`src/rtl/sqe_mon_pkg.sv`:
```
package sqe_mon_pkg;

   // Part of the window the current slot falls in
   typedef enum logic [1:0] {
      PH_OFF   = 2'd0,
      PH_EARLY = 2'd1,
      PH_START = 2'd2,
      PH_TAIL  = 2'd3
   } sqe_phase_e;

   typedef enum logic {
      ST_IDLE = 1'b0,
      ST_WIN  = 1'b1
   } sqe_state_e;

endpackage

```
`src/rtl/sqe_ci_sync.sv`:
```
module sqe_ci_sync #(
   parameter int STAGES = 0
) (
   input  logic clk,
   input  logic rst_n,
   input  logic d_in,
   output logic d_out
);

   generate
      if (STAGES == 0) begin : g_pass
         assign d_out = d_in;
      end else begin : g_flops
         logic [STAGES-1:0] chain_q;
         always_ff @(posedge clk) begin
            if (!rst_n) chain_q <= '0;
            else        chain_q <= {chain_q[STAGES-2:0], d_in};
         end
         assign d_out = chain_q[STAGES-1];
      end
   endgenerate

endmodule

```
`src/rtl/sqe_burst_meter.sv`:
```
module sqe_burst_meter
   import sqe_mon_pkg::*;
#(
   parameter int MIN_EDGES = 10,
   parameter int MAX_EDGES = 30
) (
   input  logic       clk,
   input  logic       rst_n,
   input  logic       clear,
   input  logic       ci,
   input  sqe_phase_e phase,
   output logic       burst_ok
);

   localparam int SAT = MAX_EDGES + 1;
   localparam int EW  = $clog2(SAT + 1);
   localparam logic [EW-1:0] SAT_E = EW'(SAT);
   localparam logic [EW-1:0] MIN_E = EW'(MIN_EDGES);
   localparam logic [EW-1:0] MAX_E = EW'(MAX_EDGES);

   logic          ci_q;
   logic          early_q;
   logic          started_q;
   logic [EW-1:0] edges_q;
   logic          toggle;

   assign toggle = ci ^ ci_q;

   always_ff @(posedge clk) begin
      if (!rst_n) begin
         ci_q      <= 1'b0;
         early_q   <= 1'b0;
         started_q <= 1'b0;
         edges_q   <= '0;
      end else begin
         ci_q <= ci;
         if (clear) begin
            early_q   <= 1'b0;
            started_q <= 1'b0;
            edges_q   <= '0;
         end else if (toggle) begin
            unique case (phase)
               PH_EARLY: early_q <= 1'b1;
               PH_START: begin
                  started_q <= 1'b1;
                  if (edges_q != SAT_E) edges_q <= edges_q + 1'b1;
               end
               PH_TAIL: begin
                  if (edges_q != SAT_E) edges_q <= edges_q + 1'b1;
               end
               default: ;
            endcase
         end
      end
   end

   assign burst_ok = !early_q && started_q && (edges_q >= MIN_E) && (edges_q <= MAX_E);


   edges_mono_chk: assert property (@(posedge clk) disable iff (!rst_n)
      !clear |=> (clear || edges_q >= $past(edges_q)));


   early_sticky_chk: assert property (@(posedge clk) disable iff (!rst_n)
      (early_q && !clear) |=> early_q);

endmodule

```
`src/rtl/sqe_window_timer.sv`:
```
module sqe_window_timer
   import sqe_mon_pkg::*;
#(
   parameter int EARLY_CYC = 12,
   parameter int LATE_CYC  = 32,
   parameter int CLOSE_CYC = 62
) (
   input  logic       clk,
   input  logic       rst_n,
   input  logic       tx_active,
   input  logic       sel_aui,
   input  logic       burst_ok,
   output sqe_phase_e phase,
   output logic       clear,
   output logic       rx_gate,
   output logic       sqe_seen,
   output logic       sqe_err
);

   localparam int TW = $clog2(CLOSE_CYC + 1);
   localparam logic [TW-1:0] EARLY_T = TW'(EARLY_CYC);
   localparam logic [TW-1:0] LATE_T  = TW'(LATE_CYC);
   localparam logic [TW-1:0] CLOSE_T = TW'(CLOSE_CYC);

   sqe_state_e    st_q;
   logic [TW-1:0] slot_q;
   logic          tx_q;
   logic          tx_end;

   assign tx_end = tx_q && !tx_active;

   always_ff @(posedge clk) begin
      if (!rst_n) begin
         st_q     <= ST_IDLE;
         slot_q   <= '0;
         tx_q     <= 1'b0;
         sqe_seen <= 1'b0;
         sqe_err  <= 1'b0;
      end else begin
         tx_q     <= tx_active;
         sqe_seen <= 1'b0;
         sqe_err  <= 1'b0;
         if (tx_active) begin
            st_q <= ST_IDLE;
         end else if (st_q == ST_IDLE) begin
            if (tx_end && sel_aui) begin
               st_q   <= ST_WIN;
               slot_q <= '0;
            end
         end else if (slot_q == CLOSE_T) begin
            st_q     <= ST_IDLE;
            sqe_seen <= burst_ok;
            sqe_err  <= !burst_ok;
         end else begin
            slot_q <= slot_q + 1'b1;
         end
      end
   end

   always_comb begin
      phase = PH_OFF;
      if (st_q == ST_WIN) begin
         if (slot_q < EARLY_T)       phase = PH_EARLY;
         else if (slot_q <= LATE_T)  phase = PH_START;
         else if (slot_q < CLOSE_T)  phase = PH_TAIL;
      end
   end

   assign clear   = (st_q == ST_IDLE);
   assign rx_gate = (st_q == ST_WIN);


   verdict_excl_chk: assert property (@(posedge clk) disable iff (!rst_n)
      !(sqe_seen && sqe_err));


   seen_pulse_chk: assert property (@(posedge clk) disable iff (!rst_n)
      sqe_seen |=> !sqe_seen);


   err_pulse_chk: assert property (@(posedge clk) disable iff (!rst_n)
      sqe_err |=> !sqe_err);


   tx_abort_chk: assert property (@(posedge clk) disable iff (!rst_n)
      tx_active |=> (!rx_gate && !sqe_seen && !sqe_err));


   non_aui_idle_chk: assert property (@(posedge clk) disable iff (!rst_n)
      (!rx_gate && !sel_aui) |=> !rx_gate);


   verdict_after_gate_chk: assert property (@(posedge clk) disable iff (!rst_n)
      (sqe_seen || sqe_err) |-> ($past(rx_gate) && !rx_gate));

endmodule

```
`src/rtl/sqe_window_mon.sv`:
```
module sqe_window_mon
   import sqe_mon_pkg::*;
#(
   parameter int CYC_PER_BIT = 2,
   parameter int EARLY_CYC   = 12,
   parameter int LATE_CYC    = 32,
   parameter int MIN_BITS    = 5,
   parameter int MAX_BITS    = 15,
   parameter int SYNC_STAGES = 0
) (
   input  logic clk,
   input  logic rst_n,
   input  logic tx_active,
   input  logic sel_aui,
   input  logic ci_in,
   output logic sqe_seen,
   output logic sqe_err,
   output logic rx_gate
);

   localparam int CLOSE_CYC = LATE_CYC + MAX_BITS * CYC_PER_BIT;
   localparam int MIN_EDGES = 2 * MIN_BITS;
   localparam int MAX_EDGES = 2 * MAX_BITS;

   if (EARLY_CYC >= LATE_CYC) begin : g_bad_window
      $error("window start bound must precede its end bound");
   end
   if (MIN_BITS < 1 || MIN_BITS > MAX_BITS) begin : g_bad_len
      $error("burst length bounds are inconsistent");
   end
   if (SYNC_STAGES < 0 || SYNC_STAGES == 1) begin : g_bad_sync
      $error("synchroniser depth must be 0 or at least 2");
   end

   logic       ci_s;
   logic       clear;
   logic       burst_ok;
   sqe_phase_e phase;

   sqe_ci_sync #(.STAGES(SYNC_STAGES)) u_sync (
      .clk   (clk),
      .rst_n (rst_n),
      .d_in  (ci_in),
      .d_out (ci_s)
   );

   sqe_burst_meter #(
      .MIN_EDGES (MIN_EDGES),
      .MAX_EDGES (MAX_EDGES)
   ) u_meter (
      .clk      (clk),
      .rst_n    (rst_n),
      .clear    (clear),
      .ci       (ci_s),
      .phase    (phase),
      .burst_ok (burst_ok)
   );

   sqe_window_timer #(
      .EARLY_CYC (EARLY_CYC),
      .LATE_CYC  (LATE_CYC),
      .CLOSE_CYC (CLOSE_CYC)
   ) u_timer (
      .clk       (clk),
      .rst_n     (rst_n),
      .tx_active (tx_active),
      .sel_aui   (sel_aui),
      .burst_ok  (burst_ok),
      .phase     (phase),
      .clear     (clear),
      .rx_gate   (rx_gate),
      .sqe_seen  (sqe_seen),
      .sqe_err   (sqe_err)
   );

endmodule

```
`config.mk`:
```
export PLATFORM = sky130hd
export DESIGN_NAME = sqe_window_mon
export DESIGN_NICKNAME = d
export VERILOG_FILES = /design/src/rtl/sqe_mon_pkg.sv /design/src/rtl/sqe_ci_sync.sv /design/src/rtl/sqe_burst_meter.sv /design/src/rtl/sqe_window_timer.sv /design/src/rtl/sqe_window_mon.sv
export SDC_FILE = /design/constraint.sdc
export NUM_CORES = 1
export LEC_CHECK = 0
export BUFFER_PORTS_ARGS = -buffer_cell sky130_fd_sc_hd__buf_2
export CORE_ASPECT_RATIO = 1.1
export CORE_MARGIN = 4
export CORE_UTILIZATION = 61
export DETAILED_ROUTE_END_ITERATION = 10
export PLACE_DENSITY = 0.84
export SETUP_SLACK_MARGIN = 0.05
export SLEW_MARGIN = 20
export SYNTH_ARGS = -nofsm -noshare
export SYNTH_HDL_FRONTEND = slang
export SYNTH_SLANG_ARGS = --single-unit
```
`constraint.sdc`:
```
create_clock -name clk -period 4.1 [get_ports clk]
set_clock_uncertainty 0.1 [all_clocks]
set_input_delay 0.41 -clock clk [delete_from_list [all_inputs] [get_ports clk]]
set_output_delay 0.41 -clock clk [all_outputs]
set_load 0.005 [all_outputs]
```
==> run summary <==
pre-CTS setup slack -> 1990 ps
FF+latch area -> 360.3 sq um
Die Ht -> 49.36 um
Core ar. -> 1419 sq um
ratio of cells with drive above 1 in the final layout -> 0.1574
Static Leak -> 0.0003284 uW
worst setup margin -> 1969 ps
Yosys top cell by area -> dfxtp_1
crit path DAT -> 2260 ps
EDFF count, synth -> 0
Area growth syn-to-layout -> 3.562%
Sink Count -> 18
Max Cap Viol -> 0
Net Count, Synth -> 113
first-pass GRT wire length -> 3.139 mm
placed inst area -> 959.7 sq um
die width -> 45.60 um
vias in the first global route -> 755
ANT cells -> 0
Netlist cell types -> 37
CTS tree -> yes
Worst VDD drop -> 0.1832 mV
clk slew on worst S/H paths -> 100 ps
asr flop ratio synth -> 0
multi-input logic area -> 521.8 sq um
# resized after CTS -> 0
Hold Vio Cnt, Final -> 0
Cells after Synth -> 103
total CTS buffers -> 3
Layout Cells excl Fill -> 124
wire per inst -> 14.11 um
Clk Latency, worst-skew pair -> 290 ps
cell area after layout -> 982.2 sq um
Rel. slew slack -> 0.6114
post-synthesis sequential area ratio -> 0.3799
hold crit path type -> input pin to flop
1st-pass router iterations -> 4
Rows -> 14
largest net degree at the start of global routing -> 12
outcome -> finished, final reports clean
DRC -> 0
RSZ-0062 raised after global routing -> no
Post-CTS Setup Bufs -> 0
DP Cell Count -> 121
Remaining Overflow, GRT -> 0
number of nets in the layout -> 120
Routed Antenna Nets -> 0
CP max-delay cell -> or4_1
Crit Path Max Fanout -> 11
root buffer selected by CTS -> clkbuf_4
crit path capture type -> flop
f_max -> 469.3 MHz
Ports -> 8
top cells by area, synth -> dfxtp_1 38%, ha_1 6.6%, a21oi_1 5.3%
predominant post-synthesis flop cell -> dfxtp_1
Tcrit/Tclk final -> 0.5197
DR vias/cell -> 6.331
hpwl dp -> 1.272 mm
number of antenna violations at the first check in global routing -> 0
clk buf depth -> 2
Worst Path Required -> 4230 ps
CP max stage delay -> 500 ps
YS warnings -> 0
via count -> 785
gp weighted congestion -> 0.8154
PD cells -> 281.6 nW/um^2
filler cell count in the final layout -> 121
total global-route track usage -> 0.1826
Final Critical Period -> 2131 ps
die footprint -> 2250 sq um
# hold bufs at CTS -> 0
post-synth top area share -> 0.3799
Final Max Slew Viols -> 0
final WL -> 1.750 mm
setup violators final -> 0
CTS H-tree depth -> 1
I/O Buffers -> 7
CP Class -> flop to flop
synthesized flop and latch total -> 18
Cell Area, Synth -> 948.4 sq um
setup TNS -> 0 ps
Starting Density -> 0.6684
Avg Inst Size Synth -> 9.208 sq um
Worst Tran Pin Value -> 577.9 ps
Initial DRC Count -> 38
CP Cell Sequence -> inv_1, ha_1, and4_4, a311o_1, or4_1, a21oi_1
CP Launch Type -> flop
[cells in the final DEF, fill, tap and decap left out, types with 2 or more instances in the layout]
| cell | n |
|---|---|
| a211oi_1 | 2 |
| a21oi_1 | 10 |
| a31oi_1 | 2 |
| and2_1 | 3 |
| and4_4 | 2 |
| buf_2 | 7 |
| clkbuf_4 | 3 |
| dfxtp_1 | 18 |
| ha_1 | 5 |
| inv_1 | 6 |
| nand2_1 | 5 |
| nand3_1 | 7 |
| nor2_1 | 4 |
| o21ai_0 | 6 |
| o31ai_1 | 2 |
| or3_1 | 5 |
[flip-flops by register name, summed over array words and instances (netlist names)]
| signal | flops |
|---|---|
| u_timer.slot_q | 6 |
| u_meter.edges_q | 5 |
| u_meter.ci_q | 1 |
| u_meter.early_q | 1 |
| u_meter.started_q | 1 |
| u_timer.rx_gate | 1 |
| u_timer.sqe_err | 1 |
| u_timer.sqe_seen | 1 |
| u_timer.tx_q | 1 |
[worst max-delay path: cells and delay by family, from the launching register on]
kind,cells,cell delay (ps)
compound gates,2,610
simple gates,2,690
flops,1,400
fa+ha+maj,1,190
buf+inv,1,80
[per-stage QoR]
step	hold WS (ps)	utilization	total power (uW)
after floorplan	325.8	-	189.0
final	270.9	0.6922	276.6
after CTS	272.4	0.6922	277.1
after global routing	278.6	0.6922	286.1
after global placement	336.0	0.6764	192.7
after detailed placement	344.4	0.6764	193.1
[where the power goes]
part           leakage (uW)  switching, uW  internal [uW]
clock network     0.0000138           53.3           34.2
logic              0.000169           6.93           4.84
registers          0.000146           1.27            176
[path summary, 6_finish.rpt]
kind | slack [ps] | start | to | depth (start not counted)
worst max-delay path | 1970 | u_timer.slot_q[0] | u_timer.slot_q[5] | 6
worst min-delay path | 270 | ci_in | u_meter.ci_q | 2
worst max register to register | 1970 | u_timer.slot_q[0] | u_timer.slot_q[5] | 6
worst min register to register | 350 | u_meter.started_q | u_meter.started_q | 2
[cell families after synthesis]
group / share of synthesized area
AND/OR/NAND/NOR: 0.2071
XOR/XNOR: 0.01847
adder cells (fa/ha/maj): 0.06596
buffers and inverters: 0.06992
flip-flops: 0.3800
AO/OA/AOI/OAI: 0.2586
[layout make-up]
class / instances / area share
tap: 16 / 0.02038
clock buffer: 3 / 0.02293
multi-input combinational: 74 / 0.5312
sequential: 18 / 0.3669
timing repair buffer: 7 / 0.03567
inverter: 6 / 0.02293
[metal layers]
| layer | vias up | share of wire | track usage |
|---|---|---|---|
| met4 | 0 | 0.023 | 0.09756 |
| met1 | 360 | 0.47 | 0.2422 |
| met2 | 23 | 0.45 | 0.2767 |
| met5 | - | 0 | 0 |
| met3 | 5 | 0.047 | 0.02214 |
| li1 | 397 | - | - |
[synth_stat cells (2+ instances only)]
library cell / count
dfxtp_1: 18
a21oi_1: 10
nand3_1: 7
inv_1: 6
o21ai_0: 6
ha_1: 5
nand2_1: 5
or3_1: 5
nor2_1: 4
and2_1: 3
buf_6: 3
a211oi_1: 2
a31oi_1: 2
and4_4: 2
buf_2: 2
o31ai_1: 2
Note: power is estimated with default switching activity, not from simulation.
